==> src/rtl/ser3w_pkg.sv <==
package ser3w_pkg;
  localparam int REG_W = 8;
  localparam int CNT_W = 4;
  localparam int BIT_WFR = 6;
  localparam int BIT_REL = 5;
  localparam int BIT_RD  = 4;

  typedef enum logic [2:0] {
    ST_IDLE,
    ST_LOW,
    ST_HIGH,
    ST_WAIT,
    ST_FIN
  } ser3w_state_e;

  typedef struct packed {
    logic             wfr;
    logic             rel;
    logic             rd;
    logic [CNT_W-1:0] cnt;
  } ser3w_cmd_t;
endpackage

==> src/rtl/ser3w_tick.sv <==
module ser3w_tick #(
  parameter int HALF_DIV = 2
) (
  input  logic clk,
  input  logic rst,
  input  logic run,
  output logic tick
);
  localparam int CW = $clog2(HALF_DIV + 1);
  logic [CW-1:0] cnt_q;

  assign tick = run && (cnt_q == CW'(HALF_DIV - 1));

  always_ff @(posedge clk) begin
    if (rst || !run || tick) cnt_q <= '0;
    else                     cnt_q <= cnt_q + 1'b1;
  end
endmodule

==> src/rtl/ser3w_shreg.sv <==
module ser3w_shreg #(
  parameter int W = 8
) (
  input  logic         clk,
  input  logic         rst,
  input  logic         load,
  input  logic [W-1:0] load_val,
  input  logic         shift_in,
  input  logic         shift_out,
  input  logic         sin,
  output logic [W-1:0] q
);
  always_ff @(posedge clk) begin
    if (rst)            q <= '0;
    else if (load)      q <= load_val;
    else if (shift_in)  q <= {q[W-2:0], sin};
    else if (shift_out) q <= {q[W-2:0], 1'b0};
  end
endmodule

==> src/rtl/ser3w_engine.sv <==
module ser3w_engine
  import ser3w_pkg::*;
#(
  parameter int HALF_DIV = 2
) (
  input  logic             clk,
  input  logic             rst,
  input  logic             reg_we,
  input  logic             reg_addr,
  input  logic [REG_W-1:0] reg_wdata,
  output logic             busy,
  output logic [REG_W-1:0] data_q,
  output logic             sclk,
  output logic             sd_out,
  output logic             sd_oe,
  input  logic             sd_in,
  output logic             irq
);
  ser3w_state_e     state_q;
  ser3w_cmd_t       cmd_q;
  logic [CNT_W-1:0] rem_q;
  logic             sd_in_q;
  logic             tick;
  logic             ctrl_wr, data_wr;
  logic [CNT_W-1:0] cnt_req, cnt_clamped;
  logic             wait_mode;
  logic             last_bit;
  logic             cmd_rd_w;
  logic [CNT_W-1:0] cmd_cnt_w;

  assign ctrl_wr     = reg_we && !reg_addr && !busy;
  assign data_wr     = reg_we &&  reg_addr && !busy;
  assign cnt_req     = reg_wdata[CNT_W-1:0];
  assign cnt_clamped = (cnt_req > CNT_W'(REG_W)) ? CNT_W'(REG_W) : cnt_req;
  assign wait_mode   = cmd_q.wfr && cmd_q.rel;
  assign last_bit    = (rem_q == CNT_W'(1));
  assign cmd_rd_w    = cmd_q.rd;
  assign cmd_cnt_w   = cmd_q.cnt;

  ser3w_tick #(.HALF_DIV(HALF_DIV)) tick_i (
    .clk  (clk),
    .rst  (rst),
    .run  ((state_q == ST_LOW) || (state_q == ST_HIGH)),
    .tick (tick)
  );

  ser3w_shreg #(.W(REG_W)) shreg_i (
    .clk       (clk),
    .rst       (rst),
    .load      (data_wr),
    .load_val  (reg_wdata),
    .shift_in  ((state_q == ST_LOW) && tick && cmd_q.rd),
    .shift_out ((state_q == ST_HIGH) && tick && !cmd_q.rd),
    .sin       (sd_in),
    .q         (data_q)
  );

  assign sd_out = data_q[REG_W-1];

  always_ff @(posedge clk) begin
    if (rst) sd_in_q <= 1'b0;
    else     sd_in_q <= sd_in;
  end

  always_ff @(posedge clk) begin
    if (rst) begin
      state_q <= ST_IDLE;
      cmd_q   <= '0;
      rem_q   <= '0;
      busy    <= 1'b0;
      irq     <= 1'b0;
      sclk    <= 1'b0;
      sd_oe   <= 1'b0;
    end else begin
      irq <= 1'b0;
      unique case (state_q)
        ST_IDLE: begin
          if (ctrl_wr) begin
            cmd_q.wfr <= reg_wdata[BIT_WFR];
            cmd_q.rel <= reg_wdata[BIT_REL];
            cmd_q.rd  <= reg_wdata[BIT_RD];
            cmd_q.cnt <= cnt_clamped;
            rem_q     <= cnt_clamped;
            busy      <= 1'b1;
            if (cnt_clamped == '0) begin
              sd_oe   <= !reg_wdata[BIT_REL];
              state_q <= (reg_wdata[BIT_REL] && reg_wdata[BIT_WFR]) ? ST_WAIT : ST_FIN;
            end else begin
              sd_oe   <= !reg_wdata[BIT_RD];
              state_q <= ST_LOW;
            end
          end
        end
        ST_LOW: begin
          if (tick) begin
            sclk    <= 1'b1;
            state_q <= ST_HIGH;
            if (last_bit && !cmd_q.rd) sd_oe <= !cmd_q.rel;
          end
        end
        ST_HIGH: begin
          if (tick) begin
            sclk  <= 1'b0;
            rem_q <= rem_q - 1'b1;
            if (last_bit) begin
              if (cmd_q.rd) sd_oe <= !cmd_q.rel;
              state_q <= wait_mode ? ST_WAIT : ST_FIN;
            end else begin
              state_q <= ST_LOW;
            end
          end
        end
        ST_WAIT: begin
          if (sd_in && !sd_in_q) state_q <= ST_FIN;
        end
        ST_FIN: begin
          busy    <= 1'b0;
          irq     <= 1'b1;
          state_q <= ST_IDLE;
        end
        default: state_q <= ST_IDLE;
      endcase
    end
  end
endmodule

==> config.mk <==
export PLATFORM = sky130hd
export DESIGN_NAME = ser3w_engine
export DESIGN_NICKNAME = d
export VERILOG_FILES = /design/src/rtl/ser3w_pkg.sv /design/src/rtl/ser3w_tick.sv /design/src/rtl/ser3w_shreg.sv /design/src/rtl/ser3w_engine.sv
export SDC_FILE = /design/constraint.sdc
export NUM_CORES = 1
export LEC_CHECK = 0
export ABC_AREA = 1
export BUFFER_PORTS_ARGS = -buffer_cell sky130_fd_sc_hd__buf_2
export CORE_MARGIN = 3
export CORE_UTILIZATION = 36
export CTS_BUF_LIST = sky130_fd_sc_hd__clkbuf_4 sky130_fd_sc_hd__clkbuf_8
export CTS_CLUSTER_DIAMETER = 40
export DETAILED_ROUTE_END_ITERATION = 10
export PLACE_DENSITY = 0.54
export SKIP_CTS_REPAIR_TIMING = 1
export SLEW_MARGIN = 10
export SYNTH_ARGS = -nofsm -noshare
export SYNTH_HDL_FRONTEND = slang
export SYNTH_SLANG_ARGS = --single-unit
==> constraint.sdc <==
create_clock -name clk -period 1.2 [get_ports clk]
set_input_delay 0.12 -clock clk [delete_from_list [all_inputs] [get_ports clk]]
set_output_delay 0.12 -clock clk [all_outputs]
set_load 0.05 [all_outputs]
==> reports/qor.csv <==
stage;metric;value;unit
worst_setup_path;r2r_end;shreg_i.q[7];
pwr;power_density;1640;nW/um^2
min_path;hold_class;in2reg;
yosys;ys.warnings.count;0;
placement;numPortBuffers;25;
sta;finalWorstSetupSlack;-0.0918;ns
detailed_routing;viasPerCell;4.74;
detailed_routing;dr.pass1.iters;4;
pwr;p_leak;0.971;nW
cts;insertion_delay;0.27;ns
sta;finalClockSkew;0.00270;ns
yosys;synth_top_area_cell;dfxtp_1;
worst_setup_path;path_cells;inv_6, nor2_4, nand2_4, nor2_4, nand2_4, buf_6, nand3b_1, nand2_1, nor2_1;
floorplan;die_x;69.4;um
floorplan;io_pins;26;
cts;clk_pin_slew;0.09;ns
detailed_routing;routed_wirelength;3780;um
sta;max_freq;774;MHz
final_layout;diodes;0;
worst_setup_path;required;1.41;ns
final_layout;multiInputGateArea;892;sq um
worst_setup_path;cp-startpoint;state_q[1];
worst_setup_path;crit_path_top_delay_cell;dfxtp_4;
global_routing;grt_overflow;0;
worst_setup_path;cp_top_family;simple AND/OR/NAND/NOR gates;
cts;clk_path_buf_depth;2;
worst_setup_path;endpoint;shreg_i.q[7];
detailed_routing;route.detailed.drc;0;
yosys;synth.top_cell.area_share;0.345;
cts;cts_tree;built;
yosys;syn_inst;220;
floorplan;fp-row-count;22;
worst_setup_path;critPathLaunchType;register;
min_path;min_path_cells;3;
yosys;netlist_area;1450;sq um
final_layout;final_cells;321;
worst_setup_path;worstPathArrival;1.50;ns
yosys;synth_nets;236;
cts;clock-sinks;25;
floorplan;die_h;69.4;um
sta;hold_violations;0;
sta;tns;-0.853;ns
cts;cts_inserted_buffers;3;
yosys;ys_ff_latch;25;
worst_setup_path;critPathCaptureType;register;
final_layout;final_util;0.533;
final_layout;final.fill_count;381;
final_layout;design_area;2010;sq um
worst_setup_path;path_class;reg2reg;
sta;timing.final.crit_share;1.08;
cts;h-tree-depth;1;
pwr;p_total;3.30;mW
detailed_routing;wl_per_cell;11.8;um
detailed_routing;drtAntennaViolNets;0;
sta;finalMaxSlewViolations;0;
final_layout;layout_common_cells;nand2_1, nor2_1, buf_4;
worst_setup_path;reg2reg_slack;-0.09;ns
pwr;ir_drop;0.880;mV
worst_setup_path;crit_buf_inv;2;
final_layout;seqCellArea;518;sq um
global_routing;antenna_found_initial;0;
final_layout;final_common_cell;nand2_1;
global_routing;grt_pass1_wl;6220;um
final_layout;fin_nets;290;
run;maxCapViolCount;0;
yosys;yosysUniqueCellTypes;24;
worst_setup_path;critPathMaxStageDelay;0.39;ns
yosys;synth_area_leaders;dfxtp_1, nand2_1, nor2_1;
run_status;status;finished with violations;
placement;place_ws;-0.173;ns
sta;setup_violations;17;
global_routing;grt_max_degree;15;
placement;dp_hpwl;2870;um
placement;gp_congestion;0.876;
global_routing;grt_pass1_vias;1379;
run_status;violations;setup timing;
worst_setup_path;reg2reg_depth;9;
sta;relSlewSlack;0.710;
cts;cts-root-buf;clkbuf_8;
placement;dpl.cell_count;311;
worst_setup_path;r2r-start;state_q[1];
detailed_routing;drt-initial-drc-count;70;
sta;hold_slack;0.0960;ns
final_layout;drive_above_1_share;0.374;
worst_setup_path;crit_fanout;5;
floorplan;start_util;0.384;
sta;layout_min_cycle_time;1.29;ns
yosys;synth.avg_cell_area;6.59;sq um
detailed_routing;vias;1521;
floorplan;dieArea;4820;sq um
floorplan;design.core.area;3770;sq um
sta;tightest_slew;0.434;ns
final_layout;area_growth;38.6;%
sta;rsz0062_at_grt;yes;
placement;placement.cell_area;1810;sq um
global_routing;grt_usage;0.155;
worst_setup_path;worst-path-stages;9;
yosys;yosysSeqAreaShare;0.345;
-- report_power, final --
group	leakage, nW	internal [mW]	total [mW]	switching (mW)
combinational	0.737	0.679	1.69	1.01
clock	0.0255	0.232	0.502	0.270
sequential	0.208	0.976	1.11	0.130
total	0.971	1.89	3.30	1.41
-- per-layer routing --
| metal | wire length (um) | track usage | share of wire | up-vias |
|---|---|---|---|---|
| met3 | 111 | 0.0261 | 0.029 | 2 |
| met5 | 0 | 0 | 0 | - |
| met2 | 1760 | 0.249 | 0.47 | 21 |
| met4 | 22 | 0.0412 | 0.0058 | 0 |
| met1 | 1880 | 0.213 | 0.50 | 690 |
| li1 | - | - | - | 808 |
-- flip-flops by register name, indices dropped and copies added, names as in the netlist --
register      cells
cmd_rd_w          1
sd_in_q           1
busy              1
state_q           3
rem_q             4
tick_i.cnt_q      2
cmd_q             2
sclk              1
shreg_i.q         8
irq               1
sd_oe             1
-- tightest hold or removal path, stage by stage --
cell and delay (ns):
buf_2 0.08, inv_1 0.06, nor2_1 0.08
-- layout make-up --
cell class | count | area share
Clock inverter | 1 | 0.00249
Clock buffer | 3 | 0.0206
Sequential cell | 25 | 0.258
Multi-Input combinational cell | 159 | 0.444
Timing Repair Buffer | 54 | 0.181
Tap cell | 48 | 0.0299
Inverter | 31 | 0.0642
-- worst min-delay path by stage --
stage	startpoint	to	slack (ns)
global placement	sd_in	sd_in_q	0.37
CTS	sd_in	sd_in_q	0.09
detailed placement	sd_in	sd_in_q	0.37
global route	reg_wdata[6]	cmd_q[6]	0.12
floorplan	sd_in	sd_in_q	0.26
finish	sd_in	sd_in_q	0.1
-- cell usage after synthesis, drive strengths merged --
cell	count
buf	2
ha	3
dfxtp	25
a21oi	11
clkbuf	3
o21ai	17
nor3	2
nand3b	6
nand2	51
nand3	18
o22ai	3
inv	31
a211oi	1
o211ai	1
nor2	44
nand4	2
-- cell families (layout without fill, tap and decap cells) --
| kind of cell | count (synthesis) | in the layout | share of synthesized area |
|---|---|---|---|
| AND/OR/NAND/NOR | 123 | 123 | 0.408 |
| buffers and inverters | 36 | 89 | 0.101 |
| AO/OA/AOI/OAI | 33 | 33 | 0.120 |
| flip-flops | 25 | 25 | 0.345 |
| adder cells (fa/ha/maj) | 3 | 3 | 0.0259 |
Power figures use the tool's default switching activity.
